[src/rtl/mono_pkg.sv]
package mono_pkg;
  localparam int ADDR_W    = 2;
  localparam int NUM_WORDS = 2;
  localparam int EN_BIT    = 0;
  localparam int OVF_BIT   = 1;

  typedef enum logic [ADDR_W-1:0] {
    REG_MODE  = 2'd0,
    REG_LO    = 2'd1,
    REG_HI    = 2'd2,
    REG_SPARE = 2'd3
  } regSel_e;

  typedef struct packed {
    logic [NUM_WORDS-1:0] loadWord;
    logic                 incr;
    logic                 rdReq;
    regSel_e              rdSel;
  } ctrlStrobe_t;
endpackage

[src/rtl/mono_ctrl.sv]
module mono_ctrl
  import mono_pkg::*;
(
  input  logic              clk,
  input  logic              rstN,
  input  logic              wrEn,
  input  logic              rdEn,
  input  logic [ADDR_W-1:0] addr,
  input  logic              enWrBit,
  input  logic              timeInvalid,
  input  logic              allOnes,
  output ctrlStrobe_t       strobe,
  output logic              enable,
  output logic              ovfFlag
);
  regSel_e sel;
  logic    modeWr;

  assign sel    = regSel_e'(addr);
  assign modeWr = wrEn && (sel == REG_MODE);

  always_comb begin
    strobe             = '0;
    strobe.loadWord[0] = wrEn && (sel == REG_LO) && !enable;
    strobe.loadWord[1] = wrEn && (sel == REG_HI) && !enable;
    strobe.incr        = wrEn && (sel == REG_LO) && enable && !timeInvalid && !ovfFlag;
    strobe.rdReq       = rdEn;
    strobe.rdSel       = sel;
  end

  always_ff @(posedge clk) begin
    if (!rstN) begin
      enable  <= 1'b0;
      ovfFlag <= 1'b0;
    end else begin
      if (modeWr) enable <= enWrBit;
      if (strobe.incr && allOnes) ovfFlag <= 1'b1;
    end
  end
endmodule

[src/rtl/mono_datapath.sv]
module mono_datapath
  import mono_pkg::*;
#(
  parameter int WORD_W = 32
) (
  input  logic              clk,
  input  logic              rstN,
  input  ctrlStrobe_t       strobe,
  input  logic [WORD_W-1:0] wrData,
  input  logic              enable,
  input  logic              ovfFlag,
  output logic              allOnes,
  output logic [WORD_W-1:0] loWord,
  output logic [WORD_W-1:0] hiWord,
  output logic [WORD_W-1:0] rdData,
  output logic              rdValid
);
  logic [WORD_W-1:0] words [NUM_WORDS];
  logic [NUM_WORDS:0] carry;

  assign carry[0] = strobe.incr;

  for (genvar i = 0; i < NUM_WORDS; i++) begin : g_word
    assign carry[i+1] = carry[i] && (&words[i]);
    always_ff @(posedge clk) begin
      if (!rstN)                   words[i] <= '0;
      else if (strobe.loadWord[i]) words[i] <= wrData;
      else if (carry[i])           words[i] <= words[i] + 1'b1;
    end
  end

  assign loWord  = words[0];
  assign hiWord  = words[1];
  assign allOnes = (&words[0]) && (&words[1]);

  logic [WORD_W-1:0] modeView;
  always_comb begin
    modeView          = '0;
    modeView[EN_BIT]  = enable;
    modeView[OVF_BIT] = ovfFlag;
  end

  always_ff @(posedge clk) begin
    if (!rstN) begin
      rdData  <= '0;
      rdValid <= 1'b0;
    end else begin
      rdValid <= strobe.rdReq;
      if (strobe.rdReq) begin
        case (strobe.rdSel)
          REG_MODE: rdData <= modeView;
          REG_LO:   rdData <= words[0];
          REG_HI:   rdData <= words[1];
          default:  rdData <= '0;
        endcase
      end
    end
  end
endmodule

[src/rtl/mono_counter.sv]
module mono_counter
  import mono_pkg::*;
#(
  parameter int WORD_W = 32
) (
  input  logic              clk,
  input  logic              rstN,
  input  logic              timeInvalid,
  input  logic              wrEn,
  input  logic              rdEn,
  input  logic [ADDR_W-1:0] addr,
  input  logic [WORD_W-1:0] wrData,
  output logic [WORD_W-1:0] rdData,
  output logic              rdValid
);
  ctrlStrobe_t       strobe;
  logic              enable;
  logic              ovfFlag;
  logic              allOnes;
  logic [WORD_W-1:0] loWord;
  logic [WORD_W-1:0] hiWord;

  mono_ctrl u_ctrl (
    .clk(clk), .rstN(rstN), .wrEn(wrEn), .rdEn(rdEn), .addr(addr),
    .enWrBit(wrData[EN_BIT]), .timeInvalid(timeInvalid), .allOnes(allOnes),
    .strobe(strobe), .enable(enable), .ovfFlag(ovfFlag)
  );

  mono_datapath #(.WORD_W(WORD_W)) u_dp (
    .clk(clk), .rstN(rstN), .strobe(strobe), .wrData(wrData),
    .enable(enable), .ovfFlag(ovfFlag), .allOnes(allOnes),
    .loWord(loWord), .hiWord(hiWord), .rdData(rdData), .rdValid(rdValid)
  );
endmodule

[config.mk]
export PLATFORM = sky130hd
export DESIGN_NAME = mono_counter
export DESIGN_NICKNAME = d
export VERILOG_FILES = /design/src/rtl/mono_pkg.sv /design/src/rtl/mono_ctrl.sv /design/src/rtl/mono_datapath.sv /design/src/rtl/mono_counter.sv
export SDC_FILE = /design/constraint.sdc
export NUM_CORES = 1
export LEC_CHECK = 0
export BUFFER_PORTS_ARGS = -buffer_cell sky130_fd_sc_hd__buf_2
export CAP_MARGIN = 40
export CORE_MARGIN = 10
export CORE_UTILIZATION = 55
export DETAILED_ROUTE_END_ITERATION = 6
export GPL_TIMING_DRIVEN = 0
export PLACE_DENSITY = 0.76
export SLEW_MARGIN = 20
export SYNTH_ARGS = -nofsm -noshare
export SYNTH_HDL_FRONTEND = slang
export SYNTH_SLANG_ARGS = --single-unit
[constraint.sdc]
create_clock -name clk -period 6.9 [get_ports clk]
set_input_delay 0.345 -clock clk [delete_from_list [all_inputs] [get_ports clk]]
set_output_delay 0.345 -clock clk [all_outputs]
set_load 0.01 [all_outputs]
# After elaboration in Yosys (flattened, before gate mapping)

Memory sizes are Yosys's and may differ from the RTL's.
Index checks and enable logic that the tools add are counted.

Add/subtract/negate cells: 2
Eq/ne operators: 2
Muxes and demuxes: 20
Bitwise operators: 4
Reduce and logical (&&, ||, !) cells: 17

Operators by type and width:

| cell                    | number |
|---|---|
| $mux W32                | 4 |
| $pmux W32 S3            | 1 |
| $add A32 B1 Y32 const B | 2 |
| $reduce_and A32 Y1      | 2 |
| $mux W1                 | 15 |
| $logic_and A1 B1 Y1     | 11 |
| $or A1 B1 Y1            | 4 |
| $logic_not A1 Y1        | 3 |
| $eq A2 B1 Y1 const B    | 1 |
| $eq A2 B2 Y1 const B    | 1 |
| $logic_not A2 Y1        | 1 |

Register bits: 35
Memory bits (writable): 64
Input bits: 39
Output and inout bits: 33
Word-level logic and storage cells: 50
Memories kept: 1

Memory list:

| name       | depth | width | read ports | clocked after Yosys merged registers in | write ports | line                | RTL |
|---|---|---|---|---|---|---|---|
| u_dp.words | 2     | 32    | 2          | 0                                       | 2           | mono_datapath.sv:18 | `logic [WORD_W-1:0] words [NUM_WORDS];` |

# Longest topological paths before layout

Gate-level depths: netlist (run 1).

Depth after elaboration: 11
Mapped depth: 8
Mapped depth without buffers: 6

# Cells and area by module

From an unflattened synthesis (run 1), not the netlist that was laid out.

Cells, all modules: 561
Area, all modules: 5499.0 µm²

Modules (own cells, without submodules):

| module        | instances | cells each | area each (µm²) | sequential area each (µm²) |
|---|---|---|---|---|
| mono_datapath | 1         | 544        | 5358.9          | 2582.5 |
| mono_ctrl     | 1         | 17         | 140.1           | 40.0 |

# Least setup slack after synthesis (run 1)

No wires, ideal clock.

Path type: reg-to-reg
Start point: memory u_dp.words[0][0]
End point: memory u_dp.words[1][0], enable pin
Setup time: 394 ps
Arrival time: 2410 ps
Required time: 6506 ps
Setup slack: 4095 ps
Cell stages (with the launch flop): 9
Buffers on the path: 2
Period minus slack after synthesis: 2805 ps
Path through: edfxtp_1 ha_1 and3_1 clkbuf_1 nand2_1 nor4_2 buf_2 nand2_1 nand3_1

RTL lines:

| item            | line |
|---|---|
| start, declared | mono_datapath.sv:18 |

==> flow_summary.ini, run 1 <==
[run]
cap_viol_max_count = 0

[floorplanning]
die_x_um = 121
die_y_um = 121
coreArea_mm2 = 0.00986
io_pins = 72
fp.dieArea_mm2 = 0.0147
initial_core_util_pct = 57.1
rows = 36

[run_status]
outcome = complete, no violations

[global_routing]
busiest_layer = met2
grt_max_degree = 24
antenna_found_initial = 0
use_met3_pct = 6.19
grt_overflow = 0
grt_pass1_vias = 4946
grt_usage_pct = 21.8
grt_pass1_wl_mm = 25.4
gr-usage-met1_pct = 25.8
met2_usage_pct = 36.1

[clock_network]
clock-root-buffer = clkbuf_8
cts_resized = 0
clk_pin_slew_ns = 0.10
hold_buffers = 0
htreeDepth = 3
cts_setup_buffers = 0
cts_tree = yes
cts_sinks = 99
clock_latency_ns = 0.39
numCtsBuffers = 9
cts_buffer_depth = 2

[layout]
final_area_mm2 = 0.00642
n_fill_cell = 851
drive_gt1_share_pct = 15.4
fin_nets = 704
synthToLayoutAreaGrowth_pct = 14.0
num_antenna_cells = 0

[sta]
slew_headroom_pct = 48.8
rsz0062_at_grt = no
fin_crit_ns = 3.10
fin_skew_ns = 0.00789
hold_violations = 0
setup_tns_ns = 0
setup_viol = 0
worstMarginPinSlew_ns = 0.762
finalCritPeriodShare_pct = 45.0
max_freq_ghz = 0.322
slew_viol_final = 0

[setup_path]
cp-end-kind = register
cp.arrival_ns = 3.20
path_buf_inv = 3
path_class = reg -> reg
path_cells = ha_1 > and3_1 > clkbuf_1 > nand2_1 > nor4_2 > buf_2 > nand2_1 > nand3_2 > buf_16
cpPeakStageDelay_ns = 0.48
critPathMaxFanout = 23
crit_top_cell = nand2_1
cp_slowest_cell = nor4_2
cp_data_required_time_ns = 7.00
cp-start-kind = register
ff2ff_path_depth = 9
cp.depth = 9
cpLargestDelayFamily = simple AND/OR/NAND/NOR gates

[yosys]
synth.distinct_cells = 42
post-synth-top-area-cell = edfxtp_1
synthCells = 579
muxShareOfSynthArea_pct = 0.533
synth.ff_latch_count = 99
yosysMostFrequentCell = nand2_1
synth-edff-count = 64
synthFlopType = edfxtp_1
ys_seq_area_share_pct = 46.6
yosysWarnings = 0
postSynth.asyncResetShare_pct = 0
synth_compound_area_share_pct = 20.1
ys_top_cells_by_count = nand2_1, edfxtp_1, clkbuf_1, dfxtp_1
synth_top_family_by_area = compound AO/OA/AOI/OAI gates
synthTopCellsByArea = edfxtp_1, dfxtp_1, nand2_1, o211a_1, xor2_1
synthAdderAreaFrac_pct = 0.444
syn-num-nets = 620
syn_avg_cell_area_um2 = 9.72
synth_xor_xnor_area_share_pct = 9.18
synth_top_area_share_pct = 34.1
synth_area_mm2 = 0.00563
yosys.area_share.simple_pct = 19.6

[place]
port_buffers = 70
dp_hpwl_mm = 12.0
globalplace.congestion = 0.948
postPlaceCellArea_mm2 = 0.00621

[hold_path]
hold_path.class = in -> reg
holdPathStages = 3

[drt]
drt_iter0_drc = 519
drc = 0
wl_per_cell_um = 19.9
drt-pass1-iter-count = 5
num_vias = 5041
routed_wl_mm = 15.9
postRouteAntennaNets = 0
vias_per_cell = 6.29

[power]
power_density_mw_per_mm2 = 197
p_total_mw = 1.27
leakagePower_nw = 2.53
ir_drop_mv = 0.130
layer usage:
layer  part of all wire, %  up-vias
met3                   7.5       48
li1                      -     2358
met2                    49      231
met1                    40     2404
met4                   3.9        0
met5                     0        -
registers in the layout, indices dropped and copies added (netlist names):
signal / flops
u_dp.words: 64
u_dp.rdValid: 1
u_dp.rdData: 32
u_ctrl.ovfFlag: 1
u_ctrl.enable: 1
cell families (layout without fill, tap and decap cells):
family,count (synthesis),count (layout)
mux,3,3
flops,99,99
xor+xnor,59,59
fa+ha+maj,2,2
compound gates,160,160
simple gates,206,206
buf+inv,50,139
area by class of cell:
class | count | area, µm² | share of cell area (%)
well taps | 133 | 166 | 2.59
inverters | 5 | 18.8 | 0.292
repair buffers | 73 | 408 | 6.36
multi-input cells | 430 | 2810 | 43.8
plain buffers | 45 | 180 | 2.81
clock inverters | 6 | 80.1 | 1.25
flip-flops and latches | 99 | 2620 | 40.9
clock buffers | 10 | 128 | 1.99
final timing paths:
| kind | from | endpoint | slack, ns |
|---|---|---|---|
| hold reg to reg | u_dp.rdData[29]$_SDFFE_PN0P_ | u_dp.rdData[29]$_SDFFE_PN0P_ | 0.48 |
| setup / recovery | u_dp.words[0][0]$_DFFE_PP_ | u_dp.words[1][23]$_SDFFCE_PN0P_ | 3.80 |
| setup reg to reg | u_dp.words[0][0]$_DFFE_PP_ | u_dp.words[1][23]$_SDFFCE_PN0P_ | 3.80 |
| hold / removal | wrData[16] | u_dp.words[0][16]$_DFFE_PP_ | 0.25 |
placed cells by master, fill, tap and decap left out, drive strengths merged, types with 5 or more instances in the layout:
cell type,synthesis,layout
o211a,32,32
edfxtp,64,64
nor3,10,10
nor2,9,9
inv,5,5
nand2,87,87
and3,13,13
dfxtp,35,35
a22oi,30,30
o21ai,32,32
and2,5,5
xnor2,29,29
nor2b,5,5
nand4,16,16
nor4,13,13
and4,15,15
a21oi,30,30
buf,10,83
a211oi,30,30
xor2,30,30
clkbuf,35,45
nand3,23,23
stage by stage:
stage                     instances  hold WS (ns)  utilization (%)  setup slack [ns]
after floorplan                 579         0.480                -              4.10
after global placement          782         0.458             62.3              3.19
after global routing            801         0.248             65.1              3.64
after detailed placement        785         0.462             63.0              3.86
after CTS                       801         0.236             65.1              3.84
final                           801         0.247             65.1              3.80
where the power goes:
| group | internal (mW) | switching (mW) | total (mW) |
|---|---|---|---|
| combinational | 0.0621 | 0.0865 | 0.149 |
| sequential | 0.670 | 0.0406 | 0.711 |
| clock | 0.201 | 0.205 | 0.407 |
| total | 0.934 | 0.332 | 1.27 |
worst reg2reg max path, cell delays in order, from the launching register on:
cell	delay [ns]
edfxtp_1	0.44
ha_1	0.21
and3_1	0.16
clkbuf_1	0.24
nand2_1	0.36
nor4_2	0.48
buf_2	0.32
nand2_1	0.11
nand3_2	0.26
buf_16	0.23
(Power assumes the default switching activity.)
==> run 2: changes to the inputs <==
==> constraint.sdc (replaced) <==
create_clock -name clk -period 3 [get_ports clk]
set_input_delay 0.15 -clock clk [delete_from_list [all_inputs] [get_ports clk]]
set_output_delay 0.15 -clock clk [all_outputs]
set_load 0.01 [all_outputs]
==> run 2 against run 1 <==
Effect of this change:
- hold slack got worse by 0.20 ns
- non-clock buffer count unchanged
- die area unchanged
- routed wire length increased by 0.16%
- setup slack got worse by 3.6 ns
- combinational power increased by 130%
- largest power group unchanged
==> flow_summary.ini, run 2 (synthesis gave the netlist of run 1 again) <==
[run_status]
outcome = complete, no violations

[drt]
drt-pass1-iter-count = 5
drt_iter0_drc = 626
vias_per_cell = 6.30
num_vias = 5047
wl_per_cell_um = 19.9
routed_wl_mm = 16.0
drc = 0
postRouteAntennaNets = 0

[clock_network]
htreeDepth = 3
clock_latency_ns = 0.39
cts_tree = yes
cts_buffer_depth = 2
cts_sinks = 99
numCtsBuffers = 9
hold_buffers = 0
cts_setup_buffers = 0
clk_pin_slew_ns = 0.10
clock-root-buffer = clkbuf_8

[layout]
reg.largest.list = u_dp.words: 64 flops, u_dp.rdData: 32 flops
top_register = u_dp.words
num_antenna_cells = 0
synthToLayoutAreaGrowth_pct = 14.4
final_area_mm2 = 0.00644
drive_gt1_share_pct = 15.9
largest_reg_flops = 64
stdcell_count = 801
finish.utilization_pct = 65.3
n_fill_cell = 847
layout_commonest_cell = nand2_1
final_cell_mix = nand2_1, buf_2, edfxtp_1, clkbuf_1, dfxtp_1
fin_nets = 704

[power]
power_density_mw_per_mm2 = 453
p_int_mw = 2.15
ir_drop_mv = 0.300
power.share.sequential_pct = 56.1
p_total_mw = 2.92
p_switching_mw = 0.770
power_frac_clock_pct = 32.2
leakagePower_nw = 2.56
p_comb_share_pct = 11.7
power.share.switching_pct = 26.4

[floorplanning]
rows = 36
coreArea_mm2 = 0.00986
die_x_um = 121
fp.dieArea_mm2 = 0.0147
initial_core_util_pct = 57.1
die_y_um = 121
io_pins = 72

[sta]
slew_headroom_pct = 48.0
rsz0062_at_grt = no
worstMarginPinSlew_ns = 0.774
setup_viol = 0
setup_tns_ns = 0
finalCritPeriodShare_pct = 94.6
max_freq_ghz = 0.353
fin_crit_ns = 2.84
hold_violations = 0
slew_viol_final = 0
fin_skew_ns = 0.00856

[global_routing]
grt_max_degree = 24
grt_pass1_wl_mm = 25.4
antenna_found_initial = 0
grt_usage_pct = 21.7
grt_pass1_vias = 4964
grt_overflow = 0

[place]
port_buffers = 70
place_inst = 785
globalplace.congestion = 0.948
dp_hpwl_mm = 12.0
postPlaceCellArea_mm2 = 0.00621

[setup_path]
cp.arrival_ns = 2.93
cp-start-kind = register
cp_data_required_time_ns = 3.10
critPathMaxFanout = 23
path_class = reg -> reg
cp-end-kind = register

[hold_path]
hold_path.class = in -> reg

[run]
cap_viol_max_count = 0
[run 2: cell counts in the layout (fill, tap and decap cells not counted)]
No cell type changed its count.
[run 2: metrics by stage]
step / hold slack [ns] / setup WS (ns)
2_1_floorplan: 0.319 / 0.195
3_3_place_gp: 0.446 / -0.712
3_5_place_dp: 0.455 / -0.0449
4_1_cts: 0.0412 / 0.00673
5_1_grt: 0.0534 / 0.0385
6_report: 0.0512 / 0.163
[run 2: worst paths after layout]
path | start | end | slack, ns | depth (start not counted)
setup / recovery | u_dp.words[0][0]$_DFFE_PP_ | u_dp.words[1][23]$_SDFFCE_PN0P_ | 0.16 | 9
setup reg to reg | u_dp.words[0][0]$_DFFE_PP_ | u_dp.words[1][23]$_SDFFCE_PN0P_ | 0.16 | 9
hold / removal | wrData[16] | u_dp.words[0][16]$_DFFE_PP_ | 0.05 | 3
hold reg to reg | u_dp.rdData[29]$_SDFFE_PN0P_ | u_dp.rdData[29]$_SDFFE_PN0P_ | 0.48 | 1
[run 2: critical path, cell delays in order, from the launching register on]
cell	delay, ns
edfxtp_1	0.44
ha_1	0.21
and3_1	0.16
clkbuf_1	0.28
nand2_4	0.20
nor4_4	0.33
buf_2	0.30
nand2_1	0.11
nand3_2	0.26
buf_16	0.23
[run 2: cell type report]
cell class	count	area (µm²)	area share (%)
inverters	5	18.8	0.291
multi-input cells	430	2840	44.1
clock buffers	10	128	1.98
plain buffers	45	180	2.80
well taps	133	166	2.58
clock inverters	6	80.1	1.24
repair buffers	73	408	6.33
flip-flops and latches	99	2620	40.7
[run 2: power groups by stage]
stage | registers (mW) | logic, mW | clock network, mW
after floorplan | 1.66 | 0.191 | 0
after global placement | 1.66 | 0.320 | 0
after detailed placement | 1.66 | 0.340 | 0
after CTS | 1.63 | 0.342 | 0.946
after global routing | 1.65 | 0.374 | 1.00
final | 1.64 | 0.341 | 0.941
[run 2: metal layers]
metal	global-route usage, %	up-vias	routed length, µm
met4	9.61	0	561
met2	36.1	229	7820
met1	25.7	2419	6430
met5	0	-	0
met3	6.28	45	1150
li1	-	2354	-
[run 2: timing repair]
action                                  in CTS  in global routing
pin swaps                                    0                  0
endpoints found under the setup margin      23                 53
resized for setup                            1                  4
==> run 3: changes to the inputs <==
--- a/config.mk
+++ b/config.mk
@@ -5,13 +5,14 @@
 export SDC_FILE = /design/constraint.sdc
 export NUM_CORES = 1
 export LEC_CHECK = 0
+export ABC_AREA = 1
 export BUFFER_PORTS_ARGS = -buffer_cell sky130_fd_sc_hd__buf_2
 export CAP_MARGIN = 40
 export CORE_MARGIN = 10
-export CORE_UTILIZATION = 55
+export CORE_UTILIZATION = 46
 export DETAILED_ROUTE_END_ITERATION = 6
 export GPL_TIMING_DRIVEN = 0
-export PLACE_DENSITY = 0.76
+export PLACE_DENSITY = 0.62
 export SLEW_MARGIN = 20
 export SYNTH_ARGS = -nofsm -noshare
 export SYNTH_HDL_FRONTEND = slang
==> run 3 against run 2 <==
Effect of this change:
- global-route usage up 0.15 points
- design area up 14%
- hold slack improved by 0.024 ns
- cell count is 50% higher
- clock-buffer cell count unchanged
- die area rose by 30%
- critical path depth up 3
- total power up 7.6%
- sequential power down 3%
- non-clock buffer count fell by 18
- critical path type unchanged
- critical endpoint is now u_dp.words[0][26]$_DFFE_PP_
==> flow_summary.ini, run 3 <==
[setup_path]
ff2ff_path_depth = 12
cp_data_required_time_ns = 3.12
cp-start-kind = register
cp.arrival_ns = 2.34
worst_r2r_endpoint = u_dp.words[0][26]$_DFFE_PP_
cp-end-kind = register
r2r_start = u_dp.words[0][0]$_DFFE_PP_
path_class = reg -> reg
ff2ff_setup_slack_ns = 0.78
critPathMaxFanout = 4

[floorplanning]
initial_core_util_pct = 46.7
coreArea_mm2 = 0.0138
fp.dieArea_mm2 = 0.0191
die_x_um = 138
rows = 43
io_pins = 72
die_y_um = 138

[sta]
hold_violations = 0
rsz0062_at_grt = no
finalCritPeriodShare_pct = 74.2
slew_headroom_pct = 54.7
setup_ws_ns = 0.775
worstMarginPinSlew_ns = 0.680
max_freq_ghz = 0.450
fin_skew_ns = 0.00506
fin_crit_ns = 2.22
setup_tns_ns = 0
slew_viol_final = 0
setup_viol = 0

[drt]
postRouteAntennaNets = 0
drt_iter0_drc = 697
drc = 0
routed_wl_mm = 21.7
wl_per_cell_um = 18.1
drt-pass1-iter-count = 5
vias_per_cell = 5.24
num_vias = 6291

[yosys]
synth.ff_latch_count = 99
synthFlopType = edfxtp_1
syn_avg_cell_area_um2 = 6.90
synthTopCellsByArea = edfxtp_1, nand2_1, dfxtp_1, nor2_1, inv_1
synth_top_area_share_pct = 29.9
muxShareOfSynthArea_pct = 0
synth_compound_area_share_pct = 11.1
yosysWarnings = 0
synth-edff-count = 64
ys_top_cells_by_count = nand2_1, nor2_1, inv_1, edfxtp_1, o21ai_0
synth_xor_xnor_area_share_pct = 2.59
postSynth.asyncResetShare_pct = 0
syn-num-nets = 974
synth_top_family_by_area = simple AND/OR/NAND/NOR gates
synthAdderAreaFrac_pct = 0.389
synth.distinct_cells = 37
post-synth-top-area-cell = edfxtp_1
ys_seq_area_share_pct = 40.8
synthCells = 933
synth_area_mm2 = 0.00643
yosys.area_share.simple_pct = 35.2
yosysMostFrequentCell = nand2_1

[global_routing]
grt_max_degree = 33
grt_usage_pct = 21.9
grt_overflow = 0
grt_pass1_vias = 5944
grt_pass1_wl_mm = 33.1
antenna_found_initial = 0

[layout]
multi_input_area_mm2 = 0.00318
num_antenna_cells = 0
synthToLayoutAreaGrowth_pct = 14.4
layout_commonest_cell = nand2_1
drive_gt1_share_pct = 13.2
reg.largest.list = u_dp.words: 64 flops, u_dp.rdData: 32 flops
final_cell_mix = nand2_1, nor2_1, inv_1, buf_2, edfxtp_1
largest_reg_flops = 64
fin_nets = 1056
top_register = u_dp.words
n_fill_cell = 1447
seq_area_mm2 = 0.00262

[power]
leakagePower_nw = 3.27
power_density_mw_per_mm2 = 427
ir_drop_mv = 0.268

[hold_path]
holdPathStages = 2
hold_start = wrEn
hold_path.class = in -> reg
hold_end = u_ctrl.enable$_SDFFE_PN0P_

[clock_network]
clk_pin_slew_ns = 0.07
cts_setup_buffers = 0
clock-root-buffer = clkbuf_16
clock_latency_ns = 0.36
cts_resized = 0
htreeDepth = 3
hold_buffers = 0
numCtsBuffers = 9
cts_sinks = 99
cts_buffer_depth = 2
cts_tree = yes

[place]
place_ws_ns = 0.619
globalplace.congestion = 0.963
dp_hpwl_mm = 17.5
port_buffers = 69

[run]
cap_viol_max_count = 0

[run_status]
outcome = complete, no violations
run 3: report_power, final:
group	leakage, nW	switching (mW)	internal (mW)
Combinational	2.16	0.239	0.115
Sequential	0.974	0.0629	1.52
Clock	0.143	0.538	0.662
Total	3.27	0.840	2.30
run 3: how the worst max path moves through the flow:
| stage | from | to | slack, ns | depth (start not counted) |
|---|---|---|---|---|
| 2_1_floorplan | u_dp.words[0][0]$_DFFE_PP_ | u_dp.words[1][0]$_SDFFCE_PN0P_ | 0.75 | 7 |
| 3_3_place_gp | u_dp.words[0][0]$_DFFE_PP_ | u_dp.words[1][10]$_SDFFCE_PN0P_ | 0.19 | 7 |
| 3_5_place_dp | u_dp.words[0][0]$_DFFE_PP_ | u_dp.words[1][16]$_SDFFCE_PN0P_ | 0.62 | 7 |
| 4_1_cts | u_dp.words[0][0]$_DFFE_PP_ | u_dp.words[1][11]$_SDFFCE_PN0P_ | 0.60 | 7 |
| 5_1_grt | u_dp.words[0][0]$_DFFE_PP_ | u_dp.words[0][26]$_DFFE_PP_ | 0.65 | 12 |
| 6_report | u_dp.words[0][0]$_DFFE_PP_ | u_dp.words[0][26]$_DFFE_PP_ | 0.78 | 12 |
run 3: through the flow:
step | power [mW] | hold WS, ns | area [µm²] | utilization (%) | cells
3_3_place_gp | 1.95 | 0.431 | 7000 | 50.9 | 1182
4_1_cts | 3.14 | 0.0566 | 7330 | 53.2 | 1199
2_1_floorplan | 1.79 | 0.265 | 6430 | - | 933
3_5_place_dp | 1.96 | 0.432 | 7040 | 51.1 | 1183
5_1_grt | 3.26 | 0.103 | 7360 | 53.4 | 1200
6_report | 3.14 | 0.0753 | 7360 | 53.4 | 1200
run 3: final cells by class:
class	instances	area share, %
plain buffers	29	2.33
clock buffers	10	3.25
clock inverters	6	0.748
inverters	123	6.31
multi-input cells	682	43.2
flip-flops and latches	99	35.6
well taps	180	3.06
repair buffers	71	5.44
run 3: kinds of logic after synthesis:
| group | Yosys count |
|---|---|
| compound gates | 110 |
| buf+inv | 152 |
| fa+ha+maj | 2 |
| xor+xnor | 19 |
| simple gates | 551 |
| flops | 99 |
run 3: metal layers:
layer  part of all wire [%]  global-route usage, %
met1                     44                   29.3
met2                     46                   35.2
met3                    6.7                   2.91
met4                    2.5                   7.99
met5                      0                      0
run 3: critical path, stage by stage (launching register included):
cell and delay, ns:
edfxtp_1 0.41, ha_1 0.20, nand2_2 0.09, nor2_4 0.15, nand2_1 0.13, nor2_1 0.25
inv_1 0.12, nor2_1 0.33, nand2_1 0.09, nand2_1 0.07, nand2_1 0.04, nand2_1 0.06
nand2_1 0.04
